**config.mk**
```make
export PLATFORM = sky130hd
export DESIGN_NAME = cfg_mailbox_regs
export DESIGN_NICKNAME = d
export VERILOG_FILES = /design/src/rtl/cfgmb_pkg.sv /design/src/rtl/save_region_dec.sv /design/src/rtl/cfg_state_regs.sv /design/src/rtl/mbx_ctrl.sv /design/src/rtl/cfg_mailbox_regs.sv
export SDC_FILE = /design/constraint.sdc
export NUM_CORES = 1
export LEC_CHECK = 0
export BUFFER_PORTS_ARGS = -buffer_cell sky130_fd_sc_hd__buf_4
export CORE_UTILIZATION = 52
export DETAILED_ROUTE_END_ITERATION = 8
export GPL_ROUTABILITY_DRIVEN = 0
export PLACE_DENSITY = 0.85
export SKIP_LAST_GASP = 1
export SLEW_MARGIN = 20
export SYNTH_ARGS = -nofsm -noshare
export SYNTH_HDL_FRONTEND = slang
export SYNTH_SLANG_ARGS = --single-unit
```
**constraint.sdc**
```tcl
create_clock -name clk -period 2.9 [get_ports clk]
set_input_delay 0.435 -clock clk [delete_from_list [all_inputs] [get_ports clk]]
set_output_delay 0.435 -clock clk [all_outputs]
set_load 0.005 [all_outputs]
```
**src/rtl/cfgmb_pkg.sv**
```systemverilog
// Shared types and constants of the configuration mailbox.
// Assumes entry numbers and command bytes are fixed by the host protocol.
package cfgmb_pkg;
    typedef enum logic [1:0] {
        MB_IDLE  = 2'd0,
        MB_EXEC  = 2'd1,
        MB_REPLY = 2'd2
    } mb_state_t;

    localparam logic [7:0]  CMD_CONFIG   = 8'h43;
    localparam logic [31:0] ENT_SWITCH   = 32'd0;
    localparam logic [31:0] ENT_WRITABLE = 32'd1;
    localparam logic [31:0] ENT_DISK     = 32'd2;
    localparam logic [31:0] ENT_SAVE     = 32'd3;
    localparam logic [31:0] ENT_CHIP     = 32'd4;
    localparam logic [31:0] ENT_VIDEO    = 32'd5;

    typedef struct packed {
        logic flash;
        logic banked;
        logic sram;
    } save_en_t;
endpackage

```
**src/rtl/save_region_dec.sv**
```systemverilog
// Decodes a save-type code into a region offset and enable bits.
// Assumes MEM_BYTES covers the largest region; offsets are in bytes.
module save_region_dec
    import cfgmb_pkg::*;
#(
    parameter int unsigned MEM_BYTES = 32'h0400_0000,
    parameter int unsigned OFF_W     = $clog2(MEM_BYTES)
) (
    input  logic [7:0]       sel,
    output logic             valid,
    output logic [OFF_W-1:0] offset,
    output save_en_t         en
);
    localparam int unsigned FIXED_FLASH_OFF = 32'h0160_8000;

    // Combinational map from type code to region and enables.
    always_comb begin
        valid  = 1'b1;
        offset = '0;
        en     = '0;
        case (sel)
            8'd0: ;
            8'd1: offset = OFF_W'(MEM_BYTES - 32'd512);
            8'd2: offset = OFF_W'(MEM_BYTES - 32'd2048);
            8'd3: begin
                offset  = OFF_W'(MEM_BYTES - 32'd32768);
                en.sram = 1'b1;
            end
            8'd4: begin
                offset   = OFF_W'(MEM_BYTES - 32'd262144);
                en.flash = 1'b1;
            end
            8'd5: begin
                offset    = OFF_W'(MEM_BYTES - 32'd98304);
                en.sram   = 1'b1;
                en.banked = 1'b1;
            end
            8'd6: begin
                offset   = OFF_W'(FIXED_FLASH_OFF);
                en.flash = 1'b1;
            end
            default: valid = 1'b0;
        endcase
    end
endmodule

```
**src/rtl/cfg_state_regs.sv**
```systemverilog
// Configuration state registers with a two-source write port.
// Assumes at most one framer and one mailbox write per cycle; framer wins.
module cfg_state_regs
    import cfgmb_pkg::*;
#(
    parameter int unsigned MEM_BYTES = 32'h0400_0000,
    parameter int unsigned OFF_W     = $clog2(MEM_BYTES)
) (
    input  logic             clk,
    input  logic             rst_n,
    input  logic             fr_we,
    input  logic [31:0]      fr_id,
    input  logic [31:0]      fr_val,
    input  logic             mb_we,
    input  logic [31:0]      mb_id,
    input  logic [31:0]      mb_val,
    output logic             mb_ack,
    output logic             sdram_switch,
    output logic             sdram_writable,
    output logic             dd_enable,
    output save_en_t         save_en,
    output logic [7:0]       save_type,
    output logic [OFF_W-1:0] save_offset,
    output logic [15:0]      chip_type,
    output logic [7:0]       video_type
);
    logic             wr_en;
    logic [31:0]      wr_id;
    logic [31:0]      wr_val;
    logic             dec_valid;
    logic [OFF_W-1:0] dec_offset;
    save_en_t         dec_en;

    // Select the write source: framer has priority over mailbox.
    always_comb begin
        wr_en  = fr_we | mb_we;
        wr_id  = fr_we ? fr_id  : mb_id;
        wr_val = fr_we ? fr_val : mb_val;
        mb_ack = mb_we & ~fr_we;
    end

    save_region_dec #(.MEM_BYTES(MEM_BYTES), .OFF_W(OFF_W)) u_dec (
        .sel    (wr_val[7:0]),
        .valid  (dec_valid),
        .offset (dec_offset),
        .en     (dec_en)
    );

    // Apply the selected write to the addressed entry.
    always_ff @(posedge clk) begin
        if (!rst_n) begin
            sdram_switch   <= 1'b0;
            sdram_writable <= 1'b0;
            dd_enable      <= 1'b0;
            save_en        <= '0;
            save_type      <= 8'd0;
            save_offset    <= '0;
            chip_type      <= 16'hFFFF;
            video_type     <= 8'hFF;
        end else if (wr_en) begin
            case (wr_id)
                ENT_SWITCH:   sdram_switch   <= |wr_val;
                ENT_WRITABLE: sdram_writable <= |wr_val;
                ENT_DISK:     dd_enable      <= |wr_val;
                ENT_SAVE: if (dec_valid) begin
                    save_type   <= wr_val[7:0];
                    save_offset <= dec_offset;
                    save_en     <= dec_en;
                end
                ENT_CHIP:     chip_type      <= wr_val[15:0];
                ENT_VIDEO:    video_type     <= wr_val[7:0];
                default: ;
            endcase
        end
    end


    fr_wins_chk: assert property (@(posedge clk) disable iff (!rst_n)
        (fr_we && mb_we && fr_id == ENT_CHIP) |=> chip_type == $past(fr_val[15:0]));


    bad_type_chk: assert property (@(posedge clk) disable iff (!rst_n)
        (wr_en && wr_id == ENT_SAVE && !dec_valid) |=>
            ($stable(save_type) && $stable(save_offset) && $stable(save_en)));


    banked_sram_chk: assert property (@(posedge clk) disable iff (!rst_n)
        save_en.banked |-> save_en.sram);
endmodule

```
**src/rtl/mbx_ctrl.sv**
```systemverilog
// Host mailbox sequencer: latch request, issue update, build response.
// Assumes the host holds off a new request until busy clears.
module mbx_ctrl
    import cfgmb_pkg::*;
(
    input  logic        clk,
    input  logic        rst_n,
    input  logic        host_req,
    input  logic [7:0]  host_cmd,
    input  logic [31:0] host_arg0,
    input  logic [31:0] host_arg1,
    input  logic        mb_ack,
    input  logic [2:0]  st_bits,
    input  logic [7:0]  save_type,
    input  logic [15:0] chip_type,
    input  logic [7:0]  video_type,
    output logic        busy,
    output logic [31:0] rsp0,
    output logic [31:0] rsp1,
    output logic        mb_we,
    output logic [31:0] mb_id,
    output logic [31:0] mb_val
);
    mb_state_t   state;
    logic [7:0]  cmd_q;
    logic [31:0] arg0_q;
    logic [31:0] arg1_q;
    logic        is_cfg;

    // Decode the latched command and present the write request.
    always_comb begin
        is_cfg = (cmd_q == CMD_CONFIG);
        mb_we  = (state == MB_EXEC) && is_cfg;
        mb_id  = arg0_q;
        mb_val = arg1_q;
    end

    // Sequence one request from latch through response.
    always_ff @(posedge clk) begin
        if (!rst_n) begin
            state  <= MB_IDLE;
            busy   <= 1'b0;
            cmd_q  <= 8'd0;
            arg0_q <= 32'd0;
            arg1_q <= 32'd0;
            rsp0   <= 32'd0;
            rsp1   <= 32'd0;
        end else begin
            case (state)
                MB_IDLE: if (host_req) begin
                    busy   <= 1'b1;
                    cmd_q  <= host_cmd;
                    arg0_q <= host_arg0;
                    arg1_q <= host_arg1;
                    state  <= MB_EXEC;
                end
                MB_EXEC: if (!is_cfg || mb_ack) state <= MB_REPLY;
                MB_REPLY: begin
                    if (is_cfg) begin
                        rsp0 <= {16'h0, save_type, 5'h0, st_bits};
                        rsp1 <= {8'h0, video_type, chip_type};
                    end else begin
                        rsp0 <= 32'hFFFF_FFFF;
                        rsp1 <= 32'hFFFF_FFFF;
                    end
                    busy  <= 1'b0;
                    state <= MB_IDLE;
                end
                default: state <= MB_IDLE;
            endcase
        end
    end


    busy_rise_chk: assert property (@(posedge clk) disable iff (!rst_n)
        (host_req && !busy) |=> busy);


    busy_clear_chk: assert property (@(posedge clk) disable iff (!rst_n)
        (state == MB_REPLY) |=> !busy);


    hold_cmd_chk: assert property (@(posedge clk) disable iff (!rst_n)
        (busy && host_req) |=> ($stable(cmd_q) && $stable(arg1_q)));


    rsp_ones_chk: assert property (@(posedge clk) disable iff (!rst_n)
        (state == MB_REPLY && !is_cfg) |=> (rsp0 == 32'hFFFF_FFFF && rsp1 == 32'hFFFF_FFFF));


    defer_chk: assert property (@(posedge clk) disable iff (!rst_n)
        (mb_we && !mb_ack) |=> (state == MB_EXEC));
endmodule

```
**src/rtl/cfg_mailbox_regs.sv**
```systemverilog
// Top: host mailbox plus configuration state and save-region decoder.
// Assumes a single clock domain; the framer and the host share it.
module cfg_mailbox_regs
    import cfgmb_pkg::*;
#(
    parameter int unsigned MEM_BYTES = 32'h0400_0000,
    parameter int unsigned OFF_W     = $clog2(MEM_BYTES)
) (
    input  logic             clk,
    input  logic             rst_n,
    input  logic             host_req,
    input  logic [7:0]       host_cmd,
    input  logic [31:0]      host_arg0,
    input  logic [31:0]      host_arg1,
    output logic             mbx_busy,
    output logic [31:0]      mbx_rsp0,
    output logic [31:0]      mbx_rsp1,
    input  logic             fr_we,
    input  logic [31:0]      fr_id,
    input  logic [31:0]      fr_val,
    output logic             sdram_switch,
    output logic             sdram_writable,
    output logic             dd_enable,
    output logic             sram_en,
    output logic             sram_banked,
    output logic             flash_en,
    output logic [7:0]       save_type,
    output logic [OFF_W-1:0] save_offset,
    output logic [15:0]      chip_type,
    output logic [7:0]       video_type
);
    logic        mb_we;
    logic        mb_ack;
    logic [31:0] mb_id;
    logic [31:0] mb_val;
    save_en_t    save_en;

    // Break out the enable struct onto plain ports.
    always_comb begin
        sram_en     = save_en.sram;
        sram_banked = save_en.banked;
        flash_en    = save_en.flash;
    end

    mbx_ctrl u_ctrl (
        .clk        (clk),
        .rst_n      (rst_n),
        .host_req   (host_req),
        .host_cmd   (host_cmd),
        .host_arg0  (host_arg0),
        .host_arg1  (host_arg1),
        .mb_ack     (mb_ack),
        .st_bits    ({dd_enable, sdram_writable, sdram_switch}),
        .save_type  (save_type),
        .chip_type  (chip_type),
        .video_type (video_type),
        .busy       (mbx_busy),
        .rsp0       (mbx_rsp0),
        .rsp1       (mbx_rsp1),
        .mb_we      (mb_we),
        .mb_id      (mb_id),
        .mb_val     (mb_val)
    );

    cfg_state_regs #(.MEM_BYTES(MEM_BYTES), .OFF_W(OFF_W)) u_regs (
        .clk            (clk),
        .rst_n          (rst_n),
        .fr_we          (fr_we),
        .fr_id          (fr_id),
        .fr_val         (fr_val),
        .mb_we          (mb_we),
        .mb_id          (mb_id),
        .mb_val         (mb_val),
        .mb_ack         (mb_ack),
        .sdram_switch   (sdram_switch),
        .sdram_writable (sdram_writable),
        .dd_enable      (dd_enable),
        .save_en        (save_en),
        .save_type      (save_type),
        .save_offset    (save_offset),
        .chip_type      (chip_type),
        .video_type     (video_type)
    );
endmodule

```
==> impl.org, run 1 <==
** Synthesis
- After synthesis the cells add up to 0.00663 sq mm.
- Sequential share of the synthesized area :: 47.1%
- Mean cell area of the mapped netlist :: 8.77 sq um
- In the synthesized netlist the async set-or-reset flop fraction comes to 0%.
- The synthesized design spends more area on one cell type than any other, namely sky130_fd_sc_hd__dfxtp_1.
- Number of distinct library cell variants in the gate-level netlist after synthesis :: 52
- Yosys warning total :: 0
- Yosys mapped a number of flops with a built-in enable equal to 0.
- Among all flip-flop cells after synthesis, the most frequent one is sky130_fd_sc_hd__dfxtp_1.
- Top cell type's share of synthesized area :: 47.1%
- Synth top area cells :: sky130_fd_sc_hd__dfxtp_1 47%, sky130_fd_sc_hd__nand2_1 9.5%, sky130_fd_sc_hd__o221a_2 5.9%
- Number of flip-flops and latches in the synthesized netlist :: between 150 and 200
- Gate count after technology mapping :: 755

** Clock network
- The later pin in the worst-skew pair is clocked with a latency of 430 ps.
- The clock passes through at most 2 buffers.
- The root buffer cell chosen for the clock tree is sky130_fd_sc_hd__clkbuf_16.
- After clock tree synthesis, the repair step resized 0 gates.
- Clock-pin slew was measured on the worst setup and hold paths at 60 ps.
- Count of hold buffers inserted by post-cts repair :: 0
- In this run, CTS created clock tree buffers numbering 17.
- TritonCTS built the clock tree.
- Counting every sink on the clock net gives between 150 and 200.
- The H-tree was split into 4 levels.
- Buffers inserted by post-CTS timing repair :: 0

** Setup path
- Kind of critical path :: reg -> reg
- Along the worst path, the maximum fanout reaches 16.
- Delay of the slowest cell on the worst path :: 560 ps
- Critical Path RT :: 3230 ps
- STA classifies the critical path startpoint as a flop.
- STA puts the critical path data arrival time at 2660 ps.
- Walking the worst path, the cells encountered are nor4_1 > nand3_1 > nor3_1 > o211ai_4 > mux2i_1.
- Cell with the biggest individual delay on the critical path :: sky130_fd_sc_hd__nor3_1
- Critical path endpoint category :: flop

** Timing
- Crit path setup slack, layout :: ~560 ps
- Max-slew violation total from the final report :: 0
- Across the routed clock network, the largest skew measured is 8.61 ps.
- The worst path in the final design needs a cycle of 2340 ps, including I/O delays and setup.
- Timing-limited maximum frequency :: 428 MHz
- Final clock period utilization by the worst path :: around four fifths
- Setup violations remaining at the end of the flow were counted as 0.
- Setup repair after global routing left no endpoint under its margin.
- Transition time at the pin with the least slew margin :: ~830 ps
- Post-Route Setup TNS :: 0 ps
- Final hold violations :: 0
- Worst slew slack as a fraction of its limit :: 44.4%

** Power and ir drop
- Net Sw Power :: 0.00120 W
- For this design the static power due to leakage is 4.01 nW.
- Peak supply drop :: 0.380 mV
- The clock network is responsible for 44.8% of the overall power.
- Pwr Density :: 580 mW/mm^2
- Of the total power, combinational logic draws 11.3%.
- Cell internal power was estimated by the tool at 0.00401 W.
- Sequential share of power :: between 40% and 50%
- In this run switching power makes up 23.0% of total power.

** Placed design
- Post-placement worst setup slack :: 488 ps
- Once detailed placement completed, the half-perimeter wirelength came to 13300 um.
- Post-detailed-placement cell area :: 0.00835 sq mm
- Buffers placed on the I/O ports in this run total 259.

** Cells and area
- Fraction of final layout cells sized beyond drive strength 1 :: 36.5%
- 0 antenna diodes ended up in the layout.
- At the end of the flow, the number of nets in the layout was ~1.1k.
- Area growth, synth to finish :: 35.7%
- Cells fill 73.6% of the core in the end.
- Once layout is done, the placed cells without fillers occupy approximately 0.0090 sq mm.
- Multi-input gate area in the final layout :: 0.00296 sq mm
- FF+latch area :: 0.00312 sq mm
- Counting the fill cells in the layout gives ~950.

** GRT
- Wire length of the first global-routing pass :: 28700 um
- Antenna violations before repair :: 0
- Entering global routing, the biggest net connects 62 pins.
- All-Layer GR Usage :: 28.5%
- Summed over all layers, the global routing overflow is 0.
- The via count of the first global-routing pass is around 5.7k.

** Routing
- For this block, the routed nets add up to 18700 um of wire.
- Before antenna repair, the detailed router went through 6 iterations.
- Summing over every cut layer, the via total after detailed routing is 6133.
- Number of nets still failing antenna checks after routing :: 0
- After detailed routing, the average wire length per cell comes to 16.4 um.
- For this block, the initial DRC count from the detailed router was 571.
- DR DRC count :: 0
- DR vias/cell :: 5.40

** Floorplanning
- Effective utilization at floorplan :: 54.3%
- Horizontal die dimension :: between 100 and 150 um
- Top-level port count :: ~270
- Number of standard-cell rows in the floorplan :: 40
- Die span in y :: between 100 and 150 um
- The region available for standard cell placement spans 0.0122 sq mm.
- Die Footprint :: 0.0132 sq mm

** Run
- Number of maximum-capacitance constraint violations :: 0

** Status
- The flow ran to the end, and the final reports show no timing, DRC or antenna violations.

** Hold path
- Path type of the worst min-delay path :: in -> reg
cells in the final DEF (no fill, tap or decap), types with 2 or more instances in the layout:
cell type,synthesis,layout
sky130_fd_sc_hd__a2111oi_0,3,3
sky130_fd_sc_hd__nor4b_1,4,4
sky130_fd_sc_hd__nand2b_1,2,2
sky130_fd_sc_hd__nor2b_1,15,14
sky130_fd_sc_hd__clkinvlp_4,0,2
sky130_fd_sc_hd__dfxtp_1,156,156
sky130_fd_sc_hd__nand2_1,168,168
sky130_fd_sc_hd__o21ai_0,4,4
sky130_fd_sc_hd__nor2_1,41,41
sky130_fd_sc_hd__clkbuf_8,0,2
sky130_fd_sc_hd__buf_4,47,272
sky130_fd_sc_hd__o221a_2,35,35
sky130_fd_sc_hd__bufinv_16,0,4
sky130_fd_sc_hd__clkinv_2,0,4
sky130_fd_sc_hd__o2111ai_1,4,4
sky130_fd_sc_hd__nor3b_1,3,2
sky130_fd_sc_hd__a22oi_1,2,2
sky130_fd_sc_hd__clkbuf_16,0,17
sky130_fd_sc_hd__a211oi_1,17,17
sky130_fd_sc_hd__nand3_1,7,7
sky130_fd_sc_hd__nor3_1,11,11
sky130_fd_sc_hd__mux2i_1,38,38
sky130_fd_sc_hd__clkinv_4,0,2
sky130_fd_sc_hd__mux2_2,4,4
sky130_fd_sc_hd__a211o_1,3,3
sky130_fd_sc_hd__a21oi_1,78,78
sky130_fd_sc_hd__nor4_1,20,20
sky130_fd_sc_hd__and3_1,6,6
sky130_fd_sc_hd__nand4_1,5,5
sky130_fd_sc_hd__inv_1,6,6
sky130_fd_sc_hd__conb_1,1,9
cells in the mapped netlist (all sizes together) (2+ instances only):
master and number:
nand2 168, dfxtp 156, a21oi 78, buf 64, nor2 41, mux2i 38, clkbuf 35, o221a 35
nor4 21, a211oi 18, nor2b 15, nor3 11, nand3 8, inv 7, and3 6, nand4 5
o21ai 5, a2111oi 4, mux2 4, nor4b 4, o2111ai 4, a211o 3, nor3b 3, a22oi 2
nand2b 2, or3 2
kinds of logic (layout without fill, tap and decap cells):
group,count (synthesis),count (layout),share of synthesized area (%)
other,1,9,0.0566
AO/OA/AOI/OAI,158,158,17.5
AND/OR/NAND/NOR,291,291,19.9
flip-flops,156,156,47.1
XOR/XNOR,1,1,0.132
multiplexers,42,42,6.42
buffers and inverters,106,310,8.88
worst paths after layout:
path,from,to,slack (ps),cells past startpoint
max,u_ctrl.mb_id[20],u_regs.chip_type[3],560,5
min,host_arg1[19],u_ctrl.mb_val[19],250,3
max reg2reg,u_ctrl.mb_id[20],u_regs.chip_type[3],560,5
min reg2reg,u_ctrl.mb_val[23],u_ctrl.mb_val[23],460,2
state kept, by name (all words and copies together) (netlist names), 2 cells and up:
register	cells
u_ctrl.mb_id	32
u_ctrl.mb_val	32
u_ctrl.rsp1	25
u_regs.chip_type	16
u_ctrl.rsp0	11
u_ctrl.cmd_q	8
u_regs.save_type	8
u_regs.video_type	8
u_regs.save_offset	7
u_regs.save_en	3
u_ctrl.state	2
per-stage QoR:
step,std cells,hold slack [ps],power [W]
CTS,1135,242,0.00522
finish,1135,249,0.00521
floorplan,763,432,0.00265
detailed placement,1104,448,0.00292
global route,1135,247,0.00539
global placement,1104,442,0.00291
critical path: cells and delay by family, from the launching register on:
family / cells / cell delay, ps
AND/OR/NAND/NOR: 3 / 1210
AO/OA/AOI/OAI: 1 / 380
multiplexers: 1 / 330
flip-flops: 1 / 310
routing by layer:
| layer | track usage, % | up-vias | wire length [um] |
|---|---|---|---|
| met5 | 0 | - | 0 |
| met4 | 13.9 | 0 | 578 |
| met3 | 7.54 | 40 | 1480 |
| met2 | 49.2 | 275 | 9380 |
| met1 | 32.6 | 2805 | 7220 |
| li1 | - | 3013 | - |
area by class of cell:
type,count,share of cell area [%]
sequential,156,34.7
multi-input combinational,501,32.9
timing repair buffer,272,22.7
clock buffer,20,5.08
tap,168,2.34
clock inverter,11,1.87
inverter,7,0.306
power by group through the flow:
stage / combinational, W / clock, W / sequential (W)
global route: 0.000647 / 0.00244 / 0.00230
CTS: 0.000587 / 0.00235 / 0.00229
finish: 0.000587 / 0.00233 / 0.00229
global placement: 0.000574 / 0 / 0.00233
floorplan: 0.000328 / 0 / 0.00232
detailed placement: 0.000581 / 0 / 0.00234
Note: power is estimated with default switching activity, not from simulation.
==> run 2: changes to the inputs <==
- ABC_AREA: not set -> 1
- CORE_UTILIZATION: 52 -> 49
- PLACE_DENSITY: 0.85 -> 0.8
- clock period: 2.9 -> 2.39 ns (I/O delays scaled with it)
==> run 2 against run 1 <==
Compared with the run above: combinational power grew 35%; sequential share of layout area shrank 0.84 points; synthesized cell count grew 24%; setup slack lost 44 ps; final cell count grew 17%; global-route usage shrank 1.9 points; first-iteration DRC count shrank 35%; register-to-register slack gained 30 ps; highest routed layer unchanged; utilization shrank 7.2 points; count of clock-buffer cells in the layout shrank 2; power grew 16%.
==> impl.org, run 2 <==
** Timing
- Based on the critical path, the design can be clocked at up to around 530 MHz.
- The measured slew at the worst slew-check pin is 821 ps (was 833 ps).
- In the finished design, the share of the clock period the worst path needs comes to 78.3%.
- Clk_skew :: 8.95 ps (was 8.61 ps)
- The final-layout setup total negative slack is 0 ps (unchanged).
- RSZ-0062 raised after global routing :: no (unchanged)
- Setup-failing EPs final :: 0 (unchanged)
- The headroom to the max-slew limit was 45.2% (was 44.4%).
- The max-slew violation count came to 0 (unchanged).
- Post-route minimum period :: 1870 ps
- The number of endpoints with negative hold slack in the final report was 0 (unchanged).

** Setup path
- The critical path depth is 1 (was 5).
- The type of origin of the critical path was a flop (unchanged).
- Critical Path AT :: 1510 ps (was 2660 ps)
- The required time at the worst-slack endpoint came to 2030 ps (was 3230 ps).
- Worst path buffer plus inverter count :: 1 (was 0)
- Critical path endpoint category :: primary output (was flop)
- Number of cells traversed by the worst register-to-register path :: 11 (was 5)
- Maximum fanout count along the critical path :: 30 (was 16)
- The gate family responsible for the most delay along the worst path was flip-flops (was simple AND/OR/NAND/NOR gates).
- Critical Path, Cell by Cell :: buf_4 (was nor4_1 > nand3_1 > nor3_1 > o211ai_4 > mux2i_1)
- The largest stage delay on the critical path is 850 ps (was 560 ps).
- The category of the critical setup timing path is reg -> out (was reg -> reg).
- The cell with the largest stage delay on the worst path was sky130_fd_sc_hd__dfxtp_1 (was sky130_fd_sc_hd__nor3_1).

** GRT
- The global router's overall resource usage came to 26.5% (was 28.5%).
- Wire length of the first global-routing pass :: 30200 um (was 28700 um)
- The initial antenna violation count was 0 (unchanged).
- Largest net degree at the start of global routing :: 88 (was 62)
- Grt ovf :: 0 (unchanged)
- Vias in the first global route :: 6191 (was 5679)

** Power and ir drop
- Sequential share of power :: 46.2% (was 44.0%)
- The total net switching power came to 0.00161 W (was 0.00120 W).
- Pwr Density :: 658 mW/mm^2 (was 580 mW/mm^2)
- Clk pwr share :: 40.8% (was 44.8%)
- The combinational power share is 13.0% (was 11.3%).
- Peak supply drop :: 0.551 mV (was 0.380 mV)
- The cell internal power dissipation is 0.00446 W (was 0.00401 W).
- The share of total power consumed by net switching was 26.5% (was 23.0%).
- Lkg Pwr :: 4.75 nW (was 4.01 nW)

** Floorplanning
- Effective utilization at floorplan :: 50.0% (was 54.3%)
- Die span in y :: 121 um (was 115 um)
- Core area :: 0.0139 sq mm (was 0.0122 sq mm)
- Top-level port count :: 269 (unchanged)
- Number of standard-cell rows in the floorplan :: 43 (was 40)
- Horizontal die dimension :: 121 um (was 115 um)
- Die Footprint :: 0.0147 sq mm (was 0.0132 sq mm)

** Cells and area
- Top library cells by usage in the layout, fill and taps aside: 267 x sky130_fd_sc_hd__buf_4, 157 x sky130_fd_sc_hd__nor2_1, 156 x sky130_fd_sc_hd__dfxtp_1 (was 272 x sky130_fd_sc_hd__buf_4, 168 x sky130_fd_sc_hd__nand2_1, 156 x sky130_fd_sc_hd__dfxtp_1).
- Area growth, synth to finish :: 32.6% (was 35.7%)
- The fraction of the core area covered by cells at the end of the flow is 66.4% (was 73.6%).
- The area of all placed cells without fillers is 0.00921 sq mm (was 0.00899 sq mm).
- The final layout net count is 1275 (was 1095).
- The diode insertion count for antenna repair was 0 (unchanged).
- Fraction of final layout cells sized beyond drive strength 1 :: 28.3% (was 36.5%)
- Most common cell after layout, fill and taps aside :: sky130_fd_sc_hd__buf_4 (unchanged)

** Synthesis
- The most used flip-flop cell after synthesis is sky130_fd_sc_hd__dfxtp_1 (unchanged).
- Number of flip-flops and latches in the synthesized netlist :: 156 (unchanged)
- Yosys warning total :: 0 (unchanged)
- The sequential share of the synthesized area was 45.0% (was 47.1%).
- The cell taking the most area after synthesis was sky130_fd_sc_hd__dfxtp_1 (unchanged).
- Top cell type's share of synthesized area :: 45.0% (was 47.1%)
- Share of flip-flops with an asynchronous set or reset :: 0% (unchanged)
- The mean instance size in the synthesized netlist is 7.43 sq um (was 8.77 sq um).
- Most frequently used cell type in the post-synthesis netlist :: sky130_fd_sc_hd__nor2_1 (was sky130_fd_sc_hd__nand2_1)
- The post-synthesis cell type count was 30 (was 52).
- Number of flops mapped to enable cells by yosys :: 0 (unchanged)
- The area of the mapped netlist is 0.00695 sq mm (was 0.00663 sq mm).
- The post-synthesis cell count was 935 (was 755).
- Top cells by instance count after synthesis :: 158 x sky130_fd_sc_hd__nor2_1, 156 x sky130_fd_sc_hd__dfxtp_1, 143 x sky130_fd_sc_hd__nand2_1 (was 168 x sky130_fd_sc_hd__nand2_1, 156 x sky130_fd_sc_hd__dfxtp_1, 78 x sky130_fd_sc_hd__a21oi_1)
- Synth top area cells :: sky130_fd_sc_hd__dfxtp_1 45%, sky130_fd_sc_hd__nor2_1 8.5%, sky130_fd_sc_hd__nand2_1 7.7% (was sky130_fd_sc_hd__dfxtp_1 47%, sky130_fd_sc_hd__nand2_1 9.5%, sky130_fd_sc_hd__o221a_2 5.9%)

** Clock network
- The TritonCTS clock tree is built (unchanged).
- Deepest clock path buffer count :: 2 (unchanged)
- The post-CTS clock slew at the launch and capture registers of the worst setup and hold paths came to 60 ps (about the same).
- The clock net sink count came to 156 (unchanged).
- The total CTS buffers is 17 (unchanged).
- Quantity of gates resized following cts :: 0 (unchanged)
- The number of H-tree branching levels came to 4 (unchanged).
- Worst-Skew Late Latency :: 420 ps (was 430 ps)
- Count of hold buffers inserted by post-cts repair :: 0 (unchanged)
- The total setup buffers inserted after CTS is 0 (unchanged).
- The buffer cell driving the clock tree root is sky130_fd_sc_hd__clkbuf_16 (unchanged).

** Routing
- The first-pass iteration count of the detailed router is 4 (was 6).
- Average detailed-routed wire length per instance :: 14.2 um (was 16.4 um)
- The iteration-0 DRC count of the detailed router is 369 (was 571).
- Vias post-DR :: 6624 (was 6133)
- DR vias/cell :: 4.99 (was 5.40)
- DR DRC count :: 0 (unchanged)
- Number of nets still failing antenna checks after routing :: 0 (unchanged)
- Routed wire length :: 18800 um (was 18700 um)

** Placed design
- Post-detailed-placement cell area :: 0.00868 sq mm (was 0.00835 sq mm)
- The total of buffers placed on input and output ports came to 259 (unchanged).
- The placed wire-length estimate after detailed placement is 13900 um (was 13300 um).

** Status
- Result of the run :: finished clean (unchanged)

** Run
- The number of max-cap violations came to 0 (unchanged).

** Hold path
- Path type of the worst min-delay path :: in -> reg (unchanged)
- Worst Hold Path Cells :: 3 (unchanged)
[run 2: through the flow]
| step | power (W) | std cells | worst slack [ps] | hold slack (ps) |
|---|---|---|---|---|
| after detailed placement | 0.00365 | 1296 | 167 | 443 |
| after floorplan | 0.00331 | 943 | 704 | 429 |
| after global placement | 0.00363 | 1296 | 242 | 439 |
| final | 0.00606 | 1328 | 519 | 183 |
| after CTS | 0.00610 | 1328 | 461 | 171 |
| after global routing | 0.00632 | 1328 | 283 | 182 |
[run 2: layer usage]
layer,GRT usage (%),share of wire [%],vias to the layer above,wire [um]
li1,-,-,3373,-
met1,30.5,41,2989,7710
met2,46.8,50,231,9350
met3,7.24,7.5,31,1410
met4,9.65,2.0,0,369
met5,0,0,-,0
[run 2: power groups by stage]
stage               sequential [W]  clock, W  combinational, W
floorplan                  0.00285         0          0.000464
global placement           0.00285         0          0.000780
detailed placement         0.00286         0          0.000790
CTS                        0.00280   0.00251          0.000795
global route               0.00281   0.00262          0.000890
finish                     0.00280   0.00247          0.000791
[run 2: area by class of cell]
| type | count | area (sq um) |
|---|---|---|
| Tap cell | 180 | 225 |
| Inverter | 119 | 447 |
| Sequential cell | 156 | 3120 |
| Fill cell | 1235 | 4670 |
| Clock inverter | 14 | 106 |
| Timing Repair Buffer | 270 | 2060 |
| Clock buffer | 18 | 429 |
| Multi-Input combinational cell | 571 | 2820 |
[run 2: logic make-up after synthesis]
logic type      Yosys count  synth area share [%]
buf+inv                 216                  15.1
mux                       6                 0.865
other cells               1                0.0540
flops                   156                  45.0
compound gates          185                  16.3
simple gates            371                  22.7
[run 2: path summary, 6_finish.rpt]
check	from	end	slack, ps
worst max-delay path	u_ctrl.rsp1[30]	mbx_rsp1[24]	520
worst min-delay path	host_cmd[1]	u_ctrl.cmd_q[1]	180
worst max register to register	u_ctrl.state[0]	u_regs.save_offset[17]	590
worst min register to register	u_ctrl.cmd_q[4]	u_ctrl.cmd_q[4]	450
==> run 3: changes to the inputs <==
- clock period: 2.39 -> 1.8 ns (I/O delays scaled with it)
==> run 3 against run 2 <==
Compared with the run above: count of clock-buffer cells in the layout up 1; final cell count increased by 2.6%; utilization is 2.7 points higher; via count increased by 2.5%; routed wire length grew 0.59%; setup slack got worse by 360 ps; sequential power is 33% higher; global-route usage down 0.10 points; highest routed layer unchanged.
==> impl.org, run 3 (same netlist as run 2, synthesis figures left out) <==
** Setup path
- Cell with the biggest individual delay on the critical path :: sky130_fd_sc_hd__dfxtp_1 (unchanged)
- The depth of the worst register-to-register path was 10 (was 11).
- The gate family responsible for the most delay along the worst path was simple AND/OR/NAND/NOR gates (was flip-flops).
- Critical path endpoint category :: flop (was primary output)
- CP startpoint kind :: flop (unchanged)
- Launch point of the worst path :: u_ctrl.cmd_q[5] (was u_ctrl.rsp1[30])
- Reg-to-reg critical path endpoint :: u_regs.save_offset[15] (was u_regs.save_offset[17])
- Critical Path, Cell by Cell: inv_1 > nand2_1 > nor2_2 > nand3_1 > inv_1 > nand3_1 > nand2_2 > nand3_4 > nor3_1 > nor2_1 (was buf_4).
- The highest fanout seen on the critical path was 12 (was 30).
- The critical path data arrival time is 1960 ps (was 1510 ps).
- Startpoint of the worst-slack reg-to-reg timing path :: u_ctrl.cmd_q[5] (was u_ctrl.state[0])
- Slack of the worst reg-to-reg path :: 160 ps (was 590 ps)
- The category of the critical setup timing path is reg -> reg (was reg -> out).
- The number of buffer and inverter stages on the critical path came to 2 (was 1).
- The required time at the worst-slack endpoint was 2120 ps (was 2030 ps).
- The largest stage delay on the critical path is 300 ps (was 850 ps).

** GRT
- The initial antenna violation count came to 0 (unchanged).
- The via count of the first global-routing pass was 6235 (was 6191).
- All-Layer GR Usage :: 26.4% (was 26.5%)
- The global-route wire length before repair is 30200 um (about the same).
- Largest net degree at the start of global routing :: 94 (was 88)
- Grt ovf :: 0 (unchanged)

** Cells and area
- Filler instances :: 1183 (was 1235)
- FF+latch area :: 0.00312 sq mm (unchanged)
- The fraction of the core area covered by cells at the end of the flow was 69.1% (was 66.4%).
- Fraction of final layout cells sized beyond drive strength 1 :: 30.7% (was 28.3%)
- Final-stage net count :: 1310 (was 1275)
- Most common cell after layout, fill and taps aside :: sky130_fd_sc_hd__buf_4 (unchanged)
- Area growth, synth to finish :: 38.1% (was 32.6%)
- Top library cells by usage in the layout, fill and taps aside: 296 x sky130_fd_sc_hd__buf_4, 156 x sky130_fd_sc_hd__nor2_1, 156 x sky130_fd_sc_hd__dfxtp_1 (was 267 x sky130_fd_sc_hd__buf_4, 157 x sky130_fd_sc_hd__nor2_1, 156 x sky130_fd_sc_hd__dfxtp_1).
- The diode insertion count for antenna repair was 0 (unchanged).
- The combined area of the multi-input logic cells is 0.00284 sq mm (was 0.00282 sq mm).

** Timing
- Timing would allow up to 610 MHz.
- Clk_skew :: 8.26 ps (was 8.95 ps)
- The worst hold slack across all endpoints was 90.8 ps (was 183 ps).
- The final-report setup violation count came to 0 (unchanged).
- Final clock period utilization by the worst path :: roughly 91%
- Max-slew violation total from the final report :: 0 (unchanged)
- RSZ-0062 raised after global routing: yes (was no).
- The number of endpoints with negative hold slack in the final report was 0 (unchanged).
- Post-route minimum period :: 1640 ps

** Clock network
- The post-CTS clock slew at the launch and capture registers of the worst setup and hold paths was 70 ps (was 60 ps).
- Clock root buffer :: sky130_fd_sc_hd__clkbuf_16 (unchanged)
- The insertion delay of the later-clocked pin in the worst-skew pair is 430 ps (was 420 ps).
- Count of hold buffers inserted by post-cts repair :: 0 (unchanged)
- The clock net sink count is 156 (unchanged).
- The number of H-tree branching levels came to 4 (unchanged).
- CTS tree :: built (unchanged)
- Deepest clock path buffer count :: 2 (unchanged)
- The total CTS buffers came to 17 (unchanged).

** Floorplanning
- Die Footprint :: 0.0147 sq mm (unchanged)
- The x dimension of the die is 121 um (unchanged).
- The area inside the core boundary is 0.0139 sq mm (unchanged).
- The number of placement rows was 43 (unchanged).
- The starting utilization of the core area came to 50.0% (unchanged).
- Die span in y :: 121 um (unchanged)
- The number of top-level pins is 269 (unchanged).

** Routing
- The detailed-route wire length per cell was 13.9 um (was 14.2 um).
- DR DRC count :: 0 (unchanged)
- The count of antenna-violating nets left after detailed routing came to 0 (unchanged).
- The detail-routed via count per cell came to 4.98 (was 4.99).
- Routed wire length :: 19000 um (was 18800 um)
- The total number of vias is 6791 (was 6624).
- Drt initial violations :: 357 (was 369)
- Number of optimization iterations in the first detailed-route pass :: 5 (was 4)

** Power and ir drop
- The cell internal power dissipation was 0.00610 W (was 0.00446 W).
- The power per unit of standard cell area came to 866 mW/mm^2 (was 658 mW/mm^2).
- Clk pwr share :: 41.5% (was 40.8%)
- The leakage power summed over all cells is 4.94 nW (was 4.75 nW).
- The combinational power share was 13.8% (was 13.0%).
- Sequential share of power :: 44.7% (was 46.2%)
- Net Sw Power :: 0.00221 W (was 0.00161 W)
- The worst ir drop on vdd was 0.662 mV (was 0.551 mV).
- Switching power as a share of total power :: 26.6% (was 26.5%)

** Placed design
- The total of buffers placed on input and output ports came to 259 (unchanged).
- The placed wire-length estimate after detailed placement came to 14000 um (was 13900 um).

** Hold path
- Worst Hold Path Cells :: 3 (unchanged)
- Path type of the worst min-delay path :: in -> reg (unchanged)
- The worst hold endpoint is u_ctrl.mb_val[27] (was u_ctrl.cmd_q[1]).
- The startpoint of the worst hold path is host_arg1[27] (was host_cmd[1]).

** Run
- The number of max-cap violations came to 0 (unchanged).

** Status
- Result of the run :: finished clean (unchanged)
==> run 3: tightest hold or removal path, delay by kind of cell <==
| family | cells | cell delay (ps) |
|---|---|---|
| buffers and inverters | 1 | 70 |
| AND/OR/NAND/NOR | 1 | 70 |
| AO/OA/AOI/OAI | 1 | 70 |
==> run 3: metrics by stage <==
step	setup slack, ps	instance area (sq um)	cells	TNS [ps]	power (W)
after floorplan	203	6980	943	0	0.00440
after global placement	-59.3	8990	1330	-217	0.00491
after detailed placement	-128	8990	1330	-1640	0.00493
after CTS	-18.7	9570	1362	-18.7	0.00837
after global routing	-3.17	9590	1363	-3.17	0.00866
final	161	9590	1363	0	0.00830
==> run 3: timing repair <==
action                                  in CTS  in global routing
resized for setup                            0                  4
hold endpoints to repair                     0                  0
endpoints found under the setup margin       1                 18
buffers inserted                             0                  0
pin swaps                                    0                  1
gates cloned                                 0                  1
==> run 3: layer usage <==
layer  vias up  part of all wire, %  wire length, um  GRT usage, %
met5         -                    0                0             0
li1       3451                    -                -             -
met2       243                   51             9630          47.1
met3        29                  8.0             1520          7.33
met4         0                  2.1              389          9.26
met1      3068                   39             7420          30.1
==> run 3: power by group through the flow <==
stage	sequential (W)	clock (W)	combinational (W)
finish	0.00371	0.00344	0.00115
global route	0.00373	0.00364	0.00129
global placement	0.00378	0	0.00112
detailed placement	0.00379	0	0.00115
floorplan	0.00378	0	0.000616
CTS	0.00371	0.00351	0.00115
==> run 3: area by class of cell <==
class / count / share of cell area, %
flip-flops and latches: 156 / 32.6
repair buffers: 304 / 24.8
multi-input cells: 572 / 29.6
clock inverters: 13 / 1.28
inverters: 119 / 4.66
well taps: 180 / 2.35
clock buffers: 19 / 4.72
==> run 3: worst max-delay path by stage <==
stage	end	slack, ps	cells past startpoint
2_1_floorplan	u_regs.chip_type[10]	200	11
3_3_place_gp	u_regs.save_offset[15]	-60	10
3_5_place_dp	u_regs.save_offset[15]	-130	10
4_1_cts	u_regs.save_offset[15]	-20	10
5_1_grt	u_regs.save_type[0]	-3	12
6_report	u_regs.save_offset[15]	160	10
